--- src/rtl/dwb_pkg.sv ---
package dwb_pkg;

  typedef enum logic {
    ST_IDLE  = 1'b0,
    ST_DRAIN = 1'b1
  } dwb_state_t;

  // Strobes sent from control to datapath, one set per cycle
  typedef struct packed {
    logic push;      // store host word at tail
    logic pop;       // write head word out and advance
    logic flush;     // empty the FIFO
    logic lenLoad;   // load host length
    logic chanLoad;  // load destination address and count
    logic endDrain;  // current burst finishes this cycle
  } dwb_strobe_t;

endpackage

--- src/rtl/dwb_ctrl.sv ---
module dwb_ctrl
  import dwb_pkg::*;
#(
  parameter int DEPTH = 8,
  parameter int GROUP = 4,
  localparam int OCC_W = $clog2(DEPTH + 1)
) (
  input  logic             clk,
  input  logic             rstN,
  input  logic             hostWrEn,
  input  logic             lenWrEn,
  input  logic             chanLoad,
  input  logic             dmaAck,
  input  logic [OCC_W-1:0] occ,
  input  logic             cntZero,
  output dwb_strobe_t      strobe,
  output logic             dmaReq
);

  localparam logic [OCC_W-1:0] OCC_FULL = OCC_W'(DEPTH);
  localparam logic [OCC_W-1:0] GRP_W    = OCC_W'(GROUP);

  dwb_state_t state, stateNext;
  logic groupReady;

  // A request needs a nonzero whole number of groups in the FIFO
  assign groupReady = (occ != '0) && ((occ % GRP_W) == '0);
  assign dmaReq     = (state == ST_IDLE) && groupReady;

  always_comb begin
    strobe          = '0;
    strobe.flush    = lenWrEn;
    strobe.lenLoad  = lenWrEn;
    strobe.chanLoad = chanLoad;
    strobe.push     = hostWrEn && !lenWrEn && (occ != OCC_FULL);
    strobe.pop      = (state == ST_DRAIN) && (occ != '0) && !cntZero && !lenWrEn;
    strobe.endDrain = (state == ST_DRAIN) && !strobe.pop;
  end

  always_comb begin
    stateNext = state;
    case (state)
      ST_IDLE:  if (dmaAck && dmaReq && !lenWrEn) stateNext = ST_DRAIN;
      ST_DRAIN: if (strobe.endDrain) stateNext = ST_IDLE;
      default:  stateNext = ST_IDLE;
    endcase
  end

  always_ff @(posedge clk or negedge rstN) begin
    if (!rstN) state <= ST_IDLE;
    else       state <= stateNext;
  end

endmodule

--- src/rtl/dwb_datapath.sv ---
module dwb_datapath
  import dwb_pkg::*;
#(
  parameter int DEPTH  = 8,
  parameter int DATA_W = 16,
  parameter int ADDR_W = 32,
  parameter int CNT_W  = 16,
  parameter int LEN_W  = 16,
  localparam int OCC_W = $clog2(DEPTH + 1),
  localparam int PTR_W = $clog2(DEPTH),
  localparam int STEP  = DATA_W / 8
) (
  input  logic              clk,
  input  logic              rstN,
  input  dwb_strobe_t       strobe,
  input  logic [DATA_W-1:0] hostWrData,
  input  logic [LEN_W-1:0]  lenWrData,
  input  logic [ADDR_W-1:0] chanAddr,
  input  logic [CNT_W-1:0]  chanCount,
  output logic [OCC_W-1:0]  occ,
  output logic              cntZero,
  output logic [DATA_W-1:0] headData,
  output logic [ADDR_W-1:0] dstAddr,
  output logic [CNT_W-1:0]  cntLeft,
  output logic [LEN_W-1:0]  lenLeft,
  output logic              fullFlag,
  output logic              activeFlag,
  output logic              donePulse
);

  logic [DATA_W-1:0] mem [DEPTH];
  logic [PTR_W-1:0]  wrPtr, rdPtr;

  assign headData = mem[rdPtr];
  assign cntZero  = (cntLeft == '0);

  // Storage: written on push only, no reset needed
  always_ff @(posedge clk) begin
    if (strobe.push) mem[wrPtr] <= hostWrData;
  end

  // Pointers and occupancy
  always_ff @(posedge clk or negedge rstN) begin
    if (!rstN) begin
      wrPtr <= '0;
      rdPtr <= '0;
      occ   <= '0;
    end else if (strobe.flush) begin
      wrPtr <= '0;
      rdPtr <= '0;
      occ   <= '0;
    end else begin
      if (strobe.push) wrPtr <= wrPtr + PTR_W'(1);
      if (strobe.pop)  rdPtr <= rdPtr + PTR_W'(1);
      case ({strobe.push, strobe.pop})
        2'b10:   occ <= occ + OCC_W'(1);
        2'b01:   occ <= occ - OCC_W'(1);
        default: occ <= occ;
      endcase
    end
  end

  // Channel-side address and count
  always_ff @(posedge clk or negedge rstN) begin
    if (!rstN) begin
      dstAddr   <= '0;
      cntLeft   <= '0;
      donePulse <= 1'b0;
    end else begin
      donePulse <= strobe.pop && (cntLeft == CNT_W'(1));
      if (strobe.chanLoad) begin
        dstAddr <= chanAddr;
        cntLeft <= chanCount;
      end else if (strobe.pop) begin
        dstAddr <= dstAddr + ADDR_W'(STEP);
        cntLeft <= cntLeft - CNT_W'(1);
      end
    end
  end

  // Host-side length and active flag
  always_ff @(posedge clk or negedge rstN) begin
    if (!rstN) begin
      lenLeft    <= '0;
      activeFlag <= 1'b0;
    end else if (strobe.lenLoad) begin
      lenLeft    <= lenWrData;
      activeFlag <= (lenWrData != '0);
    end else if (strobe.pop && (lenLeft != '0)) begin
      lenLeft <= lenLeft - LEN_W'(1);
      if (lenLeft == LEN_W'(1)) activeFlag <= 1'b0;
    end
  end

  // Full flag: set on reaching depth, dropped when a burst ends
  always_ff @(posedge clk or negedge rstN) begin
    if (!rstN) begin
      fullFlag <= 1'b0;
    end else if (strobe.flush) begin
      fullFlag <= 1'b0;
    end else if (strobe.push && !strobe.pop && (occ == OCC_W'(DEPTH - 1))) begin
      fullFlag <= 1'b1;
    end else if (strobe.endDrain) begin
      fullFlag <= 1'b0;
    end
  end

endmodule

--- src/rtl/dreq_word_bridge.sv ---
module dreq_word_bridge
  import dwb_pkg::*;
#(
  parameter int DEPTH  = 8,
  parameter int GROUP  = 4,
  parameter int DATA_W = 16,
  parameter int ADDR_W = 32,
  parameter int CNT_W  = 16,
  parameter int LEN_W  = 16
) (
  input  logic              clk,
  input  logic              rstN,
  input  logic              hostWrEn,
  input  logic [DATA_W-1:0] hostWrData,
  input  logic              lenWrEn,
  input  logic [LEN_W-1:0]  lenWrData,
  output logic [LEN_W-1:0]  lenLeft,
  output logic              fifoFull,
  output logic              xferActive,
  input  logic              chanLoad,
  input  logic [ADDR_W-1:0] chanAddr,
  input  logic [CNT_W-1:0]  chanCount,
  output logic              dmaReq,
  input  logic              dmaAck,
  output logic              drainValid,
  output logic [ADDR_W-1:0] drainAddr,
  output logic [DATA_W-1:0] drainData,
  output logic [CNT_W-1:0]  cntLeft,
  output logic              xferDone
);

  localparam int OCC_W = $clog2(DEPTH + 1);

  dwb_strobe_t      strobe;
  logic [OCC_W-1:0] occ;
  logic             cntZero;

  dwb_ctrl #(.DEPTH(DEPTH), .GROUP(GROUP)) u_ctrl (
    .clk      (clk),
    .rstN     (rstN),
    .hostWrEn (hostWrEn),
    .lenWrEn  (lenWrEn),
    .chanLoad (chanLoad),
    .dmaAck   (dmaAck),
    .occ      (occ),
    .cntZero  (cntZero),
    .strobe   (strobe),
    .dmaReq   (dmaReq)
  );

  dwb_datapath #(
    .DEPTH(DEPTH), .DATA_W(DATA_W), .ADDR_W(ADDR_W),
    .CNT_W(CNT_W), .LEN_W(LEN_W)
  ) u_dp (
    .clk        (clk),
    .rstN       (rstN),
    .strobe     (strobe),
    .hostWrData (hostWrData),
    .lenWrData  (lenWrData),
    .chanAddr   (chanAddr),
    .chanCount  (chanCount),
    .occ        (occ),
    .cntZero    (cntZero),
    .headData   (drainData),
    .dstAddr    (drainAddr),
    .cntLeft    (cntLeft),
    .lenLeft    (lenLeft),
    .fullFlag   (fifoFull),
    .activeFlag (xferActive),
    .donePulse  (xferDone)
  );

  assign drainValid = strobe.pop;

endmodule

--- config.mk ---
export PLATFORM = sky130hd
export DESIGN_NAME = dreq_word_bridge
export DESIGN_NICKNAME = d
export VERILOG_FILES = /design/src/rtl/dwb_pkg.sv /design/src/rtl/dwb_ctrl.sv /design/src/rtl/dwb_datapath.sv /design/src/rtl/dreq_word_bridge.sv
export SDC_FILE = /design/constraint.sdc
export NUM_CORES = 1
export LEC_CHECK = 0
export ABC_AREA = 1
export BUFFER_PORTS_ARGS = -buffer_cell sky130_fd_sc_hd__buf_2
export CAP_MARGIN = 0
export CORE_UTILIZATION = 61
export DETAILED_ROUTE_END_ITERATION = 10
export PLACE_DENSITY = 0.85
export SLEW_MARGIN = 5
export SYNTH_ARGS = -nofsm -noshare
export SYNTH_HDL_FRONTEND = slang
export SYNTH_SLANG_ARGS = --single-unit
--- constraint.sdc ---
create_clock -name clk -period 5.6 [get_ports clk]
set_clock_uncertainty 0.05 [all_clocks]
set_input_delay 0.28 -clock clk [delete_from_list [all_inputs] [get_ports clk]]
set_output_delay 0.28 -clock clk [all_outputs]
set_load 0.005 [all_outputs]
==> metrics.md <==
| Metric | Value |
|---|---|
| Worst Hold Endpoint | u_dp.dstAddr[11]$_DFFE_PN0N_ |
| Crit Path Max Fanout | 18 |
| Clock Path Buffers | 3 |
| Initial DRC Count | 849 |
| Syn nets | around 1,300 |
| Least-Margin Pin Slew | 1.05 ns |
| Post_cts resized | 0 |
| Vias per inst | 5.80 |
| Async set or reset register ratio after synthesis | 0.379 |
| Die Area | ~0.018 sq mm |
| Remaining antenna violation count | 0 |
| Num rows | 47 |
| Peak VDD IR | 0.233 mV |
| Crit. End Element | output pin |
| NetSw | between 0.9 and 1 mW |
| Die W | 132 microns |
| # placed instances | 1,543 |
| RSZ-0062 raised after global routing | false |
| Synth top area cells | edfxtp_1 (37%), dfrtp_1 (19%), nand2_1 (14%), nor2_1 (6.2%), o21ai_0 (4.5%) |
| Logic pwr share | 0.124 |
| Avg Cell Area, Syn | ~8.7 sq um |
| Clock Tree Root | clkbuf_16 |
| Register-to-register setup slack | 2.95 ns |
| Wirelength, routed | approximately 28,000 microns |
| Number of cells on the worst reg-to-reg path | 16 |
| Layout cells sized above 1 | 0.178 |
| Post-synth top area cell | edfxtp_1 |
| Worst hold-check path type | input pin to flop |
| Top FF cell, synth | edfxtp_1 |
| Setup Viol. Count Final | 0 |
| Cell with the most instances after synthesis | nand2_1 |
| Max Clock Freq | ~0.33 GHz |
| CTS H-Tree Depth | 1 |
| Req. time, crit path | between 5 and 6 ns |
| Clock network power share | 0.377 |
| Clock Sink Count | 206 |
| Reg power frac | 0.499 |
| Post-synth EDFFs | 128 |
| FF-to-FF End | u_dp.occ[3]$_DFFE_PN0P_ |
| Yosys top cell area share | 0.371 |
| Die H | about 130 microns |
| Seq/Total Area, Yosys | 0.560 |
| First-pass iteration count of the detailed router | 5 |
| Clk slew on worst S/H paths | 0.06 ns |
| Setup Crit Path Kind | flop to output pin |
| Seq cells post-synth | just over 200 |
| DRC | 0 |
| Critical hold path startpoint | chanAddr[11] |
| CTS tree | built |
| Pins over their slew limit | 0 |
| Final period utilization | 0.538 |
| Pleak | 5.44 nW |
| Fin cells | 1,613 |
| Setup_tns | 0 ns |
| Internal Dissipation | 2.63 mW |
| PortBufs | 170 |
| Commonest cells post-synth | nand2_1 (373), nor2_1 (170), edfxtp_1 (128) |
| Initial antenna violation count | 1 |
| Post-cts hold buffer count | 32 |
| Yosys cell types | 39 |
| Vias | 9,350 |
| All-Layer GR Usage | 0.322 |
| Outcome | finished, final reports clean |
| Total power | about 3.6 mW |
| WL per Instance | 17.2 microns |
| Mapped Area | 0.0104 sq mm |
| Vias in the first global route | just over 9,000 |
| Area grow syn2layout | 19.1% |
| Top-Level Pins | 171 |
| Gr ovfl total | 0 |
| Final Hold Vio Count | 0 |
| Power Dens Cells | 289 mW/mm^2 |
| NumNets Final | 1,474 |
| Synth Warn # | 0 |
| Max-cap check violation count | 0 |
| Startpoint Class | flop |
| Utilization after layout | 0.744 |
| Slew HR | 0.300 |
| Post-synthesis cell count | 1,184 |
| Core area | 0.0166 sq mm |
| First-pass GRT wire length | 44,600 microns |
| Min Tclk post-route | 3.01 ns |
| Post-CTS Setup Bufs | 0 |
| Sw Share | 0.263 |
| ANT cells | 0 |
| Num CTS Buffers | 21 |
| Worst hold slack | 0.0106 ns |
| Hold depth | 3 |
| Initial core utilization | 0.624 |
| Routability cong. | 0.955 |
| Crit path DAT | ~2.7 ns |
| Largest net degree at the start of global routing | 79 |
| Reg2reg start | u_dp.cntLeft[0]$_DFFE_PN0N_ |
| Clk Latency, worst-skew pair | 0.50 ns |
| Post-detail-place hpwl | 17,400 microns |
## flip-flops by register name, indices dropped and copies added (netlist names)
name	flops
u_dp.mem	128
u_dp.fullFlag	1
u_dp.wrPtr	3
u_dp.donePulse	1
u_ctrl.state	1
u_dp.activeFlag	1
u_dp.cntLeft	16
u_dp.rdPtr	3
u_dp.dstAddr	32
u_dp.occ	4
u_dp.lenLeft	16
## per-stage QoR
step | instance area [sq um] | worst slack [ns]
finish | 12300 | 2.59
floorplan | 10400 | 3.33
global route | 12300 | 2.50
detailed placement | 11400 | 2.72
CTS | 12300 | 2.69
global placement | 11400 | 2.82
## how the worst max path moves through the flow
stage,endpoint,slack (ns),startpoint
2_1_floorplan,u_dp.occ[3]$_DFFE_PN0P_,3.33,u_dp.cntLeft[0]$_DFFE_PN0N_
3_3_place_gp,u_dp.mem[6][7]$_DFFE_PP_,2.82,lenWrEn
3_5_place_dp,u_dp.mem[6][5]$_DFFE_PP_,2.72,lenWrEn
4_1_cts,drainData[13],2.69,u_dp.rdPtr[2]$_DFFE_PN0P_
5_1_grt,drainData[10],2.50,u_dp.rdPtr[0]$_DFFE_PN0P_
6_report,drainData[13],2.59,u_dp.rdPtr[2]$_DFFE_PN0P_
## critical path, cell delays in order, from the launching register on
cell	delay (ns)
dfrtp_1	0.83
clkinv_1	0.80
nand2_1	0.34
nand2_1	0.07
buf_2	0.13
## layer usage
layer  wire length (microns)  track usage  up-vias
met5                       0            0        -
met4                    1010        0.148        0
met3                    2420       0.0588      103
met2                   13500        0.534      515
met1                   10800        0.415     4391
li1                        -            -     4341
## final cells by class
| cell class | instances | area (sq um) |
|---|---|---|
| Fill cell | 1176 | 4250 |
| Clock buffer | 28 | 572 |
| Sequential cell | 206 | 5800 |
| Inverter | 62 | 235 |
| Multi-Input combinational cell | 873 | 4110 |
| Clock inverter | 10 | 82.6 |
| Timing Repair Buffer | 214 | 1260 |
| Tap cell | 220 | 275 |
## power by group through the flow
stage               clock network, mW  logic [mW]  registers, mW
floorplan                           0       0.239           1.79
global placement                    0       0.395           1.80
detailed placement                  0       0.409           1.80
CTS                              1.35       0.432           1.77
global route                     1.41       0.492           1.79
finish                           1.35       0.442           1.78
## cell usage in the layout (no fill, tap or decap), drive strengths merged, types with 32 or more instances in the layout
| cell type | instances |
|---|---|
| buf | 182 |
| dfrtp | 78 |
| dlygate4sd3 | 32 |
| edfxtp | 128 |
| inv | 60 |
| nand2 | 381 |
| nand3 | 81 |
| nor2 | 179 |
| o21ai | 105 |
| o22ai | 32 |
## kinds of logic after synthesis
kind of cell	Yosys count	synth area share
simple gates	679	0.277
flops	206	0.560
compound gates	162	0.0887
buf+inv	105	0.0437
xor+xnor	22	0.0186
fa+ha+maj	10	0.0128
Note: power is estimated with default switching activity, not from simulation.
